[src/rtl/fbc_pkg.sv]
package fbc_pkg;
  localparam logic [2:0] REG_BASE   = 3'd0;
  localparam logic [2:0] REG_MODE   = 3'd1;
  localparam logic [2:0] REG_BG     = 3'd2;
  localparam logic [2:0] REG_START  = 3'd3;
  localparam logic [2:0] REG_COUNT  = 3'd4;
  localparam logic [2:0] REG_STATUS = 3'd5;
  localparam int STAT_BUSY_BIT = 0;
  localparam int STAT_IRQ_BIT  = 1;

  typedef enum logic [1:0] {FS_IDLE, FS_CMD, FS_DATA} fill_state_e;
endpackage

[src/rtl/fbc_regs.sv]
module fbc_regs
  import fbc_pkg::*;
#(
  parameter int ADDR_W     = 32,
  parameter int REG_W      = 32,
  parameter int PIX_W      = 16,
  parameter int CNT_W      = 20,
  parameter int ALIGN_BITS = 6
) (
  input  logic              clk,
  input  logic              rst_n,
  input  logic              reg_wr,
  input  logic [2:0]        reg_addr,
  input  logic [REG_W-1:0]  reg_wdata,
  output logic [REG_W-1:0]  reg_rdata,
  input  logic              busy,
  input  logic              done,
  output logic [ADDR_W-1:0] fb_base,
  output logic [1:0]        res_mode,
  output logic [9:0]        active_w,
  output logic [8:0]        active_h,
  output logic [PIX_W-1:0]  bg_color,
  output logic [ADDR_W-1:0] clr_start,
  output logic [CNT_W-1:0]  clr_count,
  output logic              start,
  output logic              irq
);
  logic wr_count, wr_ack;
  logic [ADDR_W-1:0] aligned_wdata;

  assign aligned_wdata = {reg_wdata[ADDR_W-1:ALIGN_BITS], {ALIGN_BITS{1'b0}}};
  assign wr_count = reg_wr && (reg_addr == REG_COUNT);
  assign wr_ack   = reg_wr && (reg_addr == REG_STATUS) && reg_wdata[STAT_IRQ_BIT];
  assign start    = wr_count && !busy && (reg_wdata[CNT_W-1:0] != '0);

  always_ff @(posedge clk or negedge rst_n) begin
    if (!rst_n) begin
      fb_base   <= '0;
      res_mode  <= '0;
      bg_color  <= '0;
      clr_start <= '0;
      clr_count <= '0;
      irq       <= 1'b0;
    end else begin
      if (reg_wr && reg_addr == REG_BASE)  fb_base   <= aligned_wdata;
      if (reg_wr && reg_addr == REG_MODE)  res_mode  <= reg_wdata[1:0];
      if (reg_wr && reg_addr == REG_BG)    bg_color  <= reg_wdata[PIX_W-1:0];
      if (reg_wr && reg_addr == REG_START) clr_start <= aligned_wdata;
      if (start)                           clr_count <= reg_wdata[CNT_W-1:0];
      if (done)        irq <= 1'b1;
      else if (wr_ack) irq <= 1'b0;
    end
  end

  assign active_w = res_mode[1] ? 10'd320 : 10'd640;
  assign active_h = res_mode[0] ? 9'd240 : 9'd480;

  always_comb begin
    reg_rdata = '0;
    case (reg_addr)
      REG_BASE:   reg_rdata[ADDR_W-1:0] = fb_base;
      REG_MODE:   reg_rdata[1:0]        = res_mode;
      REG_BG:     reg_rdata[PIX_W-1:0]  = bg_color;
      REG_START:  reg_rdata[ADDR_W-1:0] = clr_start;
      REG_COUNT:  reg_rdata[CNT_W-1:0]  = clr_count;
      REG_STATUS: begin
        reg_rdata[STAT_BUSY_BIT] = busy;
        reg_rdata[STAT_IRQ_BIT]  = irq;
      end
      default:    reg_rdata = '0;
    endcase
  end

  AST_IRQ_HOLD: assert property (@(posedge clk) disable iff (!rst_n)
    irq && !wr_ack |=> irq);
  AST_IRQ_CAUSE: assert property (@(posedge clk) disable iff (!rst_n)
    $rose(irq) |-> $past(done));
  AST_COUNT_IGNORED: assert property (@(posedge clk) disable iff (!rst_n)
    wr_count && busy |=> $stable(clr_count));
endmodule

[src/rtl/fbc_fill.sv]
module fbc_fill
  import fbc_pkg::*;
#(
  parameter int ADDR_W      = 32,
  parameter int PIX_W       = 16,
  parameter int BUS_W       = 32,
  parameter int CNT_W       = 20,
  parameter int BURST_BYTES = 64
) (
  input  logic              clk,
  input  logic              rst_n,
  input  logic              start,
  input  logic [ADDR_W-1:0] start_addr,
  input  logic [CNT_W-1:0]  pix_count,
  input  logic [PIX_W-1:0]  fill_color,
  output logic              cmd_valid,
  input  logic              cmd_grant,
  output logic [ADDR_W-1:0] cmd_addr,
  output logic              wvalid,
  input  logic              wready,
  output logic [BUS_W-1:0]  wdata,
  output logic [BUS_W/8-1:0] wstrb,
  output logic              busy,
  output logic              done
);
  localparam int BYTES_PER_BEAT = BUS_W / 8;
  localparam int PIX_PER_BEAT   = BUS_W / PIX_W;
  localparam int PIX_BYTES      = PIX_W / 8;
  localparam int BEATS          = BURST_BYTES / BYTES_PER_BEAT;
  localparam int PIX_PER_BURST  = BEATS * PIX_PER_BEAT;
  localparam int BEAT_W         = (BEATS > 1) ? $clog2(BEATS) : 1;

  fill_state_e       state_q;
  logic [ADDR_W-1:0] addr_q;
  logic [CNT_W-1:0]  remain_q;
  logic [BEAT_W-1:0] beat_q;
  logic [PIX_W-1:0]  color_q;
  logic              beat_fire, last_beat, last_burst;

  assign busy      = (state_q != FS_IDLE);
  assign cmd_valid = (state_q == FS_CMD);
  assign cmd_addr  = addr_q;
  assign wvalid    = (state_q == FS_DATA);
  assign beat_fire = wvalid && wready;
  assign last_beat = (beat_q == BEAT_W'(BEATS - 1));
  assign last_burst = (remain_q <= CNT_W'(PIX_PER_BURST));
  assign done      = beat_fire && last_beat && last_burst;

  for (genvar g = 0; g < PIX_PER_BEAT; g++) begin : g_lane
    logic [CNT_W-1:0] pix_idx;
    assign pix_idx = CNT_W'(beat_q) * CNT_W'(PIX_PER_BEAT) + CNT_W'(g);
    assign wdata[g*PIX_W +: PIX_W]         = color_q;
    assign wstrb[g*PIX_BYTES +: PIX_BYTES] = {PIX_BYTES{remain_q > pix_idx}};
  end

  always_ff @(posedge clk or negedge rst_n) begin
    if (!rst_n) begin
      state_q  <= FS_IDLE;
      addr_q   <= '0;
      remain_q <= '0;
      beat_q   <= '0;
      color_q  <= '0;
    end else begin
      case (state_q)
        FS_IDLE: if (start) begin
          state_q  <= FS_CMD;
          addr_q   <= start_addr;
          remain_q <= pix_count;
          color_q  <= fill_color;
        end
        FS_CMD: if (cmd_grant) begin
          state_q <= FS_DATA;
          beat_q  <= '0;
        end
        FS_DATA: if (beat_fire) begin
          if (last_beat) begin
            if (last_burst) state_q <= FS_IDLE;
            else begin
              state_q  <= FS_CMD;
              remain_q <= remain_q - CNT_W'(PIX_PER_BURST);
              addr_q   <= addr_q + ADDR_W'(BURST_BYTES);
            end
          end else begin
            beat_q <= beat_q + 1'b1;
          end
        end
        default: state_q <= FS_IDLE;
      endcase
    end
  end

  AST_CMD_HOLD: assert property (@(posedge clk) disable iff (!rst_n)
    cmd_valid && !cmd_grant |=> cmd_valid && $stable(cmd_addr));
  AST_WDATA_HOLD: assert property (@(posedge clk) disable iff (!rst_n)
    wvalid && !wready |=> wvalid && $stable(wstrb));
endmodule

[src/rtl/fbc_arb.sv]
module fbc_arb #(
  parameter int ADDR_W = 32
) (
  input  logic              disp_valid,
  output logic              disp_ready,
  input  logic [ADDR_W-1:0] disp_addr,
  input  logic              fill_valid,
  output logic              fill_grant,
  input  logic [ADDR_W-1:0] fill_addr,
  output logic              mem_cmd_valid,
  input  logic              mem_cmd_ready,
  output logic              mem_cmd_write,
  output logic [ADDR_W-1:0] mem_cmd_addr
);
  assign mem_cmd_valid = disp_valid || fill_valid;
  assign mem_cmd_write = !disp_valid;
  assign mem_cmd_addr  = disp_valid ? disp_addr : fill_addr;
  assign disp_ready    = mem_cmd_ready;
  assign fill_grant    = mem_cmd_ready && !disp_valid && fill_valid;
endmodule

[src/rtl/fb_fill_engine.sv]
module fb_fill_engine #(
  parameter int ADDR_W      = 32,
  parameter int REG_W       = 32,
  parameter int PIX_W       = 16,
  parameter int BUS_W       = 32,
  parameter int CNT_W       = 20,
  parameter int BURST_BYTES = 64
) (
  input  logic              clk,
  input  logic              rst_n,
  input  logic              reg_wr,
  input  logic [2:0]        reg_addr,
  input  logic [REG_W-1:0]  reg_wdata,
  output logic [REG_W-1:0]  reg_rdata,
  output logic [ADDR_W-1:0] fb_base,
  output logic [1:0]        res_mode,
  output logic [9:0]        active_w,
  output logic [8:0]        active_h,
  output logic [PIX_W-1:0]  bg_color,
  input  logic              disp_valid,
  output logic              disp_ready,
  input  logic [ADDR_W-1:0] disp_addr,
  output logic              mem_cmd_valid,
  input  logic              mem_cmd_ready,
  output logic              mem_cmd_write,
  output logic [ADDR_W-1:0] mem_cmd_addr,
  output logic              mem_wvalid,
  input  logic              mem_wready,
  output logic [BUS_W-1:0]  mem_wdata,
  output logic [BUS_W/8-1:0] mem_wstrb,
  output logic              clr_busy,
  output logic              irq
);
  localparam int ALIGN_BITS = $clog2(BURST_BYTES);

  logic              start, done, fill_valid, fill_grant;
  logic [ADDR_W-1:0] clr_start, fill_addr;
  logic [CNT_W-1:0]  clr_count;

  fbc_regs #(.ADDR_W(ADDR_W), .REG_W(REG_W), .PIX_W(PIX_W), .CNT_W(CNT_W),
             .ALIGN_BITS(ALIGN_BITS)) u_regs (
    .clk(clk), .rst_n(rst_n), .reg_wr(reg_wr), .reg_addr(reg_addr),
    .reg_wdata(reg_wdata), .reg_rdata(reg_rdata), .busy(clr_busy), .done(done),
    .fb_base(fb_base), .res_mode(res_mode), .active_w(active_w), .active_h(active_h),
    .bg_color(bg_color), .clr_start(clr_start), .clr_count(clr_count),
    .start(start), .irq(irq)
  );

  fbc_fill #(.ADDR_W(ADDR_W), .PIX_W(PIX_W), .BUS_W(BUS_W), .CNT_W(CNT_W),
             .BURST_BYTES(BURST_BYTES)) u_fill (
    .clk(clk), .rst_n(rst_n), .start(start), .start_addr(clr_start),
    .pix_count(reg_wdata[CNT_W-1:0]), .fill_color(bg_color),
    .cmd_valid(fill_valid), .cmd_grant(fill_grant), .cmd_addr(fill_addr),
    .wvalid(mem_wvalid), .wready(mem_wready), .wdata(mem_wdata), .wstrb(mem_wstrb),
    .busy(clr_busy), .done(done)
  );

  fbc_arb #(.ADDR_W(ADDR_W)) u_arb (
    .disp_valid(disp_valid), .disp_ready(disp_ready), .disp_addr(disp_addr),
    .fill_valid(fill_valid), .fill_grant(fill_grant), .fill_addr(fill_addr),
    .mem_cmd_valid(mem_cmd_valid), .mem_cmd_ready(mem_cmd_ready),
    .mem_cmd_write(mem_cmd_write), .mem_cmd_addr(mem_cmd_addr)
  );

  AST_BUSY_START: assert property (@(posedge clk) disable iff (!rst_n)
    start |=> clr_busy);
  AST_DISP_FIRST: assert property (@(posedge clk) disable iff (!rst_n)
    disp_valid |-> !fill_grant);
  AST_IDLE_QUIET: assert property (@(posedge clk) disable iff (!rst_n)
    !clr_busy |-> !mem_wvalid && !(mem_cmd_valid && mem_cmd_write));
endmodule

[config.mk]
export PLATFORM = sky130hd
export DESIGN_NAME = fb_fill_engine
export DESIGN_NICKNAME = d
export VERILOG_FILES = /design/src/rtl/fbc_pkg.sv /design/src/rtl/fbc_regs.sv /design/src/rtl/fbc_fill.sv /design/src/rtl/fbc_arb.sv /design/src/rtl/fb_fill_engine.sv
export SDC_FILE = /design/constraint.sdc
export NUM_CORES = 1
export LEC_CHECK = 0
export BUFFER_PORTS_ARGS = -buffer_cell sky130_fd_sc_hd__buf_2
export CAP_MARGIN = 20
export CORE_MARGIN = 1.5
export CORE_UTILIZATION = 45
export CTS_CLUSTER_SIZE = 40
export DETAILED_ROUTE_END_ITERATION = 8
export PLACE_DENSITY_LB_ADDON = 0.08
export REMOVE_ABC_BUFFERS = 1
export SLEW_MARGIN = 5
export SYNTH_ARGS = -nofsm -noshare
export SYNTH_HDL_FRONTEND = slang
export SYNTH_SLANG_ARGS = --single-unit
[constraint.sdc]
create_clock -name clk -period 1.9 [get_ports clk]
set_input_delay 0.095 -clock clk [delete_from_list [all_inputs] [get_ports clk]]
set_output_delay 0.095 -clock clk [all_outputs]
set_load 0.01 [all_outputs]
Yosys cells after proc, flatten, opt, wreduce, memory -nomap -nowiden
Cells that the tools add are included.
Word-level totals
  flip-flop bits (word level): 165
  input bits: 73
  output and inout bits: 175
  word-level logic and storage cells: 89
Operators by class
  add/sub/neg operators: 4
  order comparisons: 3
  eq/ne operators: 14
  mux-type cells: 29
  reduce and logical (&&, ||, !) cells: 28
Operator list (count)
  two-way mux 32 bit: 5
  two-way mux 20 bit: 4
  one-hot mux 32 bit (2 select lines): 1
  one-hot mux 14 bit (4 select lines): 1
  one-hot mux 20 bit (2 select lines): 1
  adder 32 x 7 -> 32 bit (second input constant): 1
  one-hot mux 12 bit (2 select lines): 1
  greater-than comparator 20 bit: 1
  greater-than comparator 20 x 5 -> 1 bit: 1
  <= comparator 20 x 6 -> 1 bit (second input constant): 1
  nonzero test 20 bit: 1
  subtractor 20 x 6 -> 20 bit (second input constant): 1
  logical AND 1 bit: 14
  two-way mux 4 bit: 3
  inequality test 2 bit (second input constant): 6
  one-hot mux 4 bit (3 select lines): 1
  two-way mux 10 bit: 1
  two-way mux 9 bit: 1
  two-way mux 2 bit: 4
  one-hot mux 2 bit (4 select lines): 1
  one-hot mux 4 bit (2 select lines): 1
  AND reduction 4 bit: 2
  nonzero test 2 bit: 4
  adder 5 x 1 -> 6 bit (second input constant): 1
  15 further kinds: 20

Depth between registers and ports, before layout
Gate-level depths: netlist (run 1).
  depth in word-level cells: 6
  gate-level depth with buffers: 9
  gate-level depth less buffers: 7

Modules after synthesis
Synthesis (run 1) repeated with hierarchy kept, for this count alone.
Second synthesis, totals
  cells, all modules: 884
  area, all modules: 8987.4 sq um
Modules (own cells, without submodules)
  fbc_fill: instances 1, cells each 512, area each 4219.0 sq um, seq. area each 1851.8 sq um
  fbc_regs: instances 1, cells each 332, area each 4214.0 sq um, seq. area each 2277.2 sq um
  fbc_arb: instances 1, cells each 40, area each 554.3 sq um, seq. area each 0.0 sq um

Least setup slack after synthesis (run 1)
Ideal clock, no wire load.
  path type: reg2reg
  start: register, netlist name u_fill.remain_q[8]
  end: register u_regs.clr_count[5]
  library setup time: 122 ps
  arrival: 1904 ps
  data required time: 1778 ps
  path slack: -126 ps
  cell stages (with the launch flop): 9
  buffers on the path: 3
  clock period less this slack: 2026 ps
  cells stage by stage: dfrtp_1 -> or4_1 -> buf_2 -> nor2_4 -> a31o_4 -> buf_8 -> a21oi_4 -> buf_6 -> a32o_1
RTL lines
  end signal, assigned: line fbc_regs.sv:49  | if (start) clr_count <= reg_wdata[CNT_W-1:0];
  end, declared: line fbc_regs.sv:24  | output logic [CNT_W-1:0] clr_count,

Worst setup path after layout (run 1)
  start: register u_fill.remain_q[11]
  end: output port mem_wstrb[3]
On the way
  cells in the longest elaborated chain, start to end: 1
RTL lines
  start, declared: line fbc_fill.sv:35  | logic [CNT_W-1:0] remain_q;
  start signal, assigned: line fbc_fill.sv:68  | remain_q <= pix_count;
  start signal, assigned: line fbc_fill.sv:80  | remain_q <= remain_q - CNT_W'(PIX_PER_BURST);
  greater-than comparator 20 bit: line fbc_fill.sv:53  | assign wstrb[g*PIX_BYTES +: PIX_BYTES] = {PIX_BYTES{remain_q > pix_idx}};
  end, declared: line fb_fill_engine.sv:30  | output logic [BUS_W/8-1:0] mem_wstrb,
No other way between the ends.

==> impl_metrics.ini, run 1 <==
[sta]
fin_worst_skew_ns = 0.0151
rsz0062_at_grt = true
tns_ns = -6.18
setup_ws_ns = -0.252
fmax_mhz = 465
fin_crit_sh_pct = 113
hold_viol_final = 0
period_needed_ns = 2.15
setup_viol = 47
worst-slew-pin-transition_ns = 0.957
slew_viol_final = 0
maxSlewHeadroom_pct = 36.1

[yosys]
yosys.area.top_type = dfrtp_1
ys.warnings.count = 0
syn_area_um2 = 9040
synthArstFlopShare_pct = 100
ys_types = 71
syn_avg_cell_area_um2 = 10.5
synthCells = 864
ys_seq_elements = 159
synth_top_area_share_pct = 44.0
ys.flop_type = dfrtp_1
ys_seq_area_share_pct = 44.0
synth-edff-count = 0
synth.area.top_cells = dfrtp_1, mux2_2, buf_4

[floorplan]
die-area_um2 = 21000
ios = 248
row_count = 51
die_w_um = 145
die_y_um = 145
initial_core_util_pct = 46.2
fp.coreArea_um2 = 19600

[outcome]
status = finished with violations
violations = negative setup slack

[detailed_routing]
via_per_inst = 5.52
routed_wl_mm = 27.9
wl_per_cell_um = 19.0
vias = 8089
detail-route-antenna-nets = 0
first_pass_iters = 7
drt_first_iter_violations = 480
drcViolationCount = 0

[grt]
grtUsageTotal_pct = 26.6
grt_pass1_wl_mm = 42.3
grt-ovfl-total = 0
grt_pass1_vias = 7468
grt_max_degree = 52
antenna_found_initial = 0

[clock_network]
clock_latency_ns = 0.44
cts.sinks = 159
path_clk_slew_ns = 0.07
cts_tree = done
clockBufferDepth = 2
htreeDepth = 4
cts_root_buffer = clkbuf_16
cts_made_buffers = 17

[place]
postPlaceCellArea_um2 = 11000
pre_cts_ws_ns = -0.130
gp_congestion = 0.822
hpwlAfterDp_mm = 19.5
portBuffers = 228

[worst_hold_path]
hold_path_class = in -> reg

[finish]
final_util_pct = 63.8
antenna_cells = 0
drive_gt1_share_pct = 50.7
design_area_um2 = 12500
syn2layout_area_growth_pct = 38.2
final_common_cell = buf_2
final_cell_mix = buf_2, dfrtp_1, mux2_2, buf_4, nor2_1
final_nets = 1269

[flow_run]
drv_cap = 0

[critical_path]
worstPathMaxFanout = 2
crit_path_end_kind = primary output
start_kind = register
cp.required_ns = 1.80
cp.arrival_ns = 2.06
crit_type = reg -> out

[power]
cellPowerDensity_nw_per_um2 = 1410
p_leak_nw = 5.75
irDropWorstVdd_uv = 826
p_total_mw = 17.7
-- per-layer routing --
metal	track usage [%]	share of wire, %	wire length (um)	vias to the layer above
li1	-	-	-	3766
met1	38.7	46	12900	3974
met2	41.0	46	12800	312
met3	4.18	6.4	1780	37
met4	7.34	1.4	391	0
met5	0	0	0	-
-- cell usage after synthesis, types with 9 or more instances --
| cell | instances |
|---|---|
| inv_1 | 22 |
| and2_1 | 9 |
| a2bb2oi_2 | 11 |
| a211oi_1 | 22 |
| ha_1 | 9 |
| a31oi_1 | 16 |
| buf_2 | 12 |
| o21ai_0 | 42 |
| a21oi_1 | 31 |
| nor3_1 | 10 |
| a22oi_1 | 21 |
| nand3_1 | 25 |
| dfrtp_1 | 159 |
| mux2i_1 | 19 |
| nor2_1 | 70 |
| o22ai_1 | 11 |
| nand2_1 | 36 |
| clkbuf_1 | 38 |
| nor4_1 | 10 |
| o22a_1 | 11 |
| mux2_2 | 131 |
| buf_4 | 47 |
| nand4_1 | 12 |
-- cells by family after synthesis --
family                   count (synthesis)  synth area share, %
other                                    2               0.0831
flip-flops                             159                 44.0
AND/OR/NAND/NOR                        206                 11.5
AO/OA/AOI/OAI                          209                 16.9
adder cells (fa/ha/maj)                  9                 1.25
XOR/XNOR                                 2                0.194
buffers and inverters                  127                 7.68
multiplexers                           150                 18.4
-- metrics by stage --
stage               instances  hold slack (ns)
floorplan                 777           -0.201
global placement         1385           0.0168
detailed placement       1385           0.0176
CTS                      1450          0.00597
global route             1465           0.0411
finish                   1465           0.0254
-- worst max-delay path: stages (launching register included) --
cell and delay, ns:
dfrtp_1 0.40, or4_4 0.53, buf_6 0.15, nor3_4 0.21, buf_6 0.15, nand3_4 0.07, buf_6 0.13
-- report_power, final --
part           internal [mW]  leakage, nW  switching [mW]  total (mW)
Sequential              4.62         1.90            1.07        5.70
Combinational           4.32         3.55            4.16        8.49
Clock                   1.81        0.294            1.66        3.47
-- registers in the layout (all words and copies together) (netlist names) --
name,flops
u_regs.fb_base,26
u_regs.res_mode,2
u_regs.clr_count,20
u_fill.color_q,16
u_regs.irq,1
u_regs.bg_color,16
u_fill.beat_q,4
u_fill.state_q,2
u_fill.remain_q,20
u_fill.cmd_addr,26
u_regs.clr_start,26
-- path summary, 6_finish.rpt --
check | startpoint | cells after the start | slack [ns] | endpoint
worst min register to register | u_regs.clr_count[12] | 1 | 0.51 | u_regs.clr_count[12]
worst max register to register | u_fill.remain_q[11] | 7 | -0.25 | u_fill.remain_q[18]
max in group asynchronous | rst_n | 3 | 0.98 | u_fill.color_q[11]
worst max-delay path | u_fill.remain_q[11] | 6 | -0.25 | mem_wstrb[3]
worst min-delay path | reg_wdata[2] | 3 | 0.03 | u_fill.remain_q[2]
min in group asynchronous | rst_n | 2 | 0.13 | u_fill.beat_q[1]
-- timing repair --
action	CTS	global route
setup endpoints to repair	65	61
pin swaps	28	43
setup buffers	11	19
hold buffers	18	0
endpoints found under the hold margin	157	0
gates resized for setup	44	39
cloned	5	0
-- cell type report --
| class | instances | area [um2] |
|---|---|---|
| Fill cell | 1613 | 7090 |
| Multi-Input combinational cell | 595 | 4730 |
| Sequential cell | 159 | 3980 |
| Timing Repair Buffer | 391 | 2770 |
| Clock buffer | 18 | 439 |
| Tap cell | 265 | 332 |
| Clock inverter | 14 | 158 |
| Inverter | 23 | 88.8 |
No activity file was read; power rests on OpenSTA's default activity.
==> run 2: changes to the inputs <==
Settings changed: CORE_MARGIN 1.5 to 3.
==> run 2 against run 1 <==
Net effect: global-route usage is 1.3 points lower; the flow still finishes with violations (negative setup slack); largest cell class unchanged; clock-buffer cell count unchanged; largest power group unchanged; first-iteration DRC count rose by 11%; sequential share of layout area is essentially flat; highest routed layer unchanged; die area increased by 4.2%; non-clock buffer count down 6; routed wire length increased by 4.1%.
==> impl_metrics.ini, run 2 (synthesis results as in run 1) <==
[power]
power_frac_seq_pct = 31.9
cellPowerDensity_nw_per_um2 = 1430
p_leak_nw = 5.78
irDropWorstVdd_uv = 718
internal_power_mw = 10.8
p_sw_share_pct = 39.1
pwr-share-clk_pct = 19.8
power_frac_comb_pct = 48.3
p_total_mw = 17.8
p_switching_mw = 6.97

[sta]
tns_ns = -9.99
fmax_mhz = 460
setup_viol = 47
slew_viol_final = 0
setup_ws_ns = -0.272
worst-slew-pin-transition_ns = 0.662
rsz0062_at_grt = true
maxSlewHeadroom_pct = 55.6
fin_worst_skew_ns = 0.0184
hold_viol_final = 0
period_needed_ns = 2.17
holdWs_ns = 0.0171
fin_crit_sh_pct = 114

[detailed_routing]
vias = 8183
drt_first_iter_violations = 534
drcViolationCount = 0
via_per_inst = 5.60
wl_per_cell_um = 19.9
routed_wl_mm = 29.0
detail-route-antenna-nets = 0
first_pass_iters = 5

[floorplan]
fp.coreArea_um2 = 19600
die-area_um2 = 21800
die_y_um = 148
ios = 248
initial_core_util_pct = 46.2
row_count = 51
die_w_um = 148

[grt]
grtUsageTotal_pct = 25.2
grt-ovfl-total = 0
grt_max_degree = 53
grt_pass1_wl_mm = 43.8
antenna_found_initial = 0
grt_pass1_vias = 7894

[flow_run]
drv_cap = 0

[clock_network]
cts_made_buffers = 17
path_clk_slew_ns = 0.07
cts.sinks = 159
cts_tree = done
clock_latency_ns = 0.43
htreeDepth = 4
cts_root_buffer = clkbuf_16
clockBufferDepth = 2

[critical_path]
crit_family = compound AO/OA/AOI/OAI gates
slowest_stage = dfrtp_1
start_kind = register
slowest_delay_ns = 0.40
cp.required_ns = 1.80
crit_type = reg -> out
path_cells = buf_6, ha_4, nor2b_4, o21a_1, o21a_1, o22ai_2, nand3_4, buf_6
crit_buf_inv = 2
crit_path_end_kind = primary output
cp.arrival_ns = 2.08
worstPathMaxFanout = 3

[place]
portBuffers = 228
pre_cts_ws_ns = -0.272
gp_congestion = 0.855
hpwlAfterDp_mm = 20.1

[finish]
final_util_pct = 63.8
final_common_cell = buf_2
final_cell_mix = buf_2, dfrtp_1, mux2_2, buf_4, nor2_1
final_nets = 1264
antenna_cells = 0
syn2layout_area_growth_pct = 38.2
drive_gt1_share_pct = 50.9
fill_cells = 1614

[outcome]
violations = negative setup slack
status = finished with violations

[worst_hold_path]
hold_path_class = in -> reg
run 2: metrics by stage:
stage               cell area [um2]  std cells
floorplan                      8500        777
global placement              11000       1392
detailed placement            11000       1392
CTS                           12000       1449
global route                  12500       1460
finish                        12500       1460
run 2: path summary, 6_finish.rpt:
check / endpoint / slack (ns) / startpoint / cells after the start
hold / removal: u_regs.fb_base[9] / 0.02 / reg_wdata[9] / 2
max in group asynchronous: u_regs.clr_start[20] / 1.10 / rst_n / 3
setup / recovery: mem_wstrb[1] / -0.27 / u_fill.remain_q[2] / 8
min in group asynchronous: u_fill.beat_q[0] / 0.15 / rst_n / 2
setup reg to reg: u_fill.remain_q[17] / -0.26 / u_fill.remain_q[14] / 8
hold reg to reg: u_regs.clr_count[12] / 0.51 / u_regs.clr_count[12] / 1
run 2: worst register-to-register path, stage by stage (launching register included):
cell and delay, ns:
dfrtp_1 0.39, or4_4 0.56, nor3_4 0.21, buf_6 0.15
a31o_4 0.20, buf_6 0.15, clkbuf_16 0.17, a211oi_2 0.07
a2bb2oi_1 0.13
run 2: layer usage:
metal | part of all wire [%] | global-route usage, %
met3 | 6.6 | 4.75
met2 | 46 | 39.8
met5 | 0 | 0
met1 | 45 | 36.3
met4 | 1.7 | 5.87
run 2: power groups by stage:
stage / Clock (mW) / Combinational [mW] / Sequential (mW)
floorplan: 0 / 3.78 / 5.81
global placement: 0 / 7.17 / 5.66
detailed placement: 0 / 7.24 / 5.69
CTS: 3.58 / 7.66 / 5.65
global route: 3.69 / 9.23 / 5.86
finish: 3.53 / 8.61 / 5.68
run 2: what timing repair did:
item,CTS,global route
gates cloned,3,5
gates resized for setup,22,64
setup endpoints to repair,68,76
hold buffers,15,0
pin swaps,5,55
hold endpoints to repair,131,0
buffers inserted,7,7
run 2: cell type report:
class                      instances  area (um2)  area share (%)
multi-input combinational        596        4770            38.1
sequential                       159        3980            31.8
timing repair buffer             385        2730            21.8
clock buffer                      18         439            3.51
tap                              265         332            2.65
clock inverter                    14         168            1.34
inverter                          23        86.3           0.691
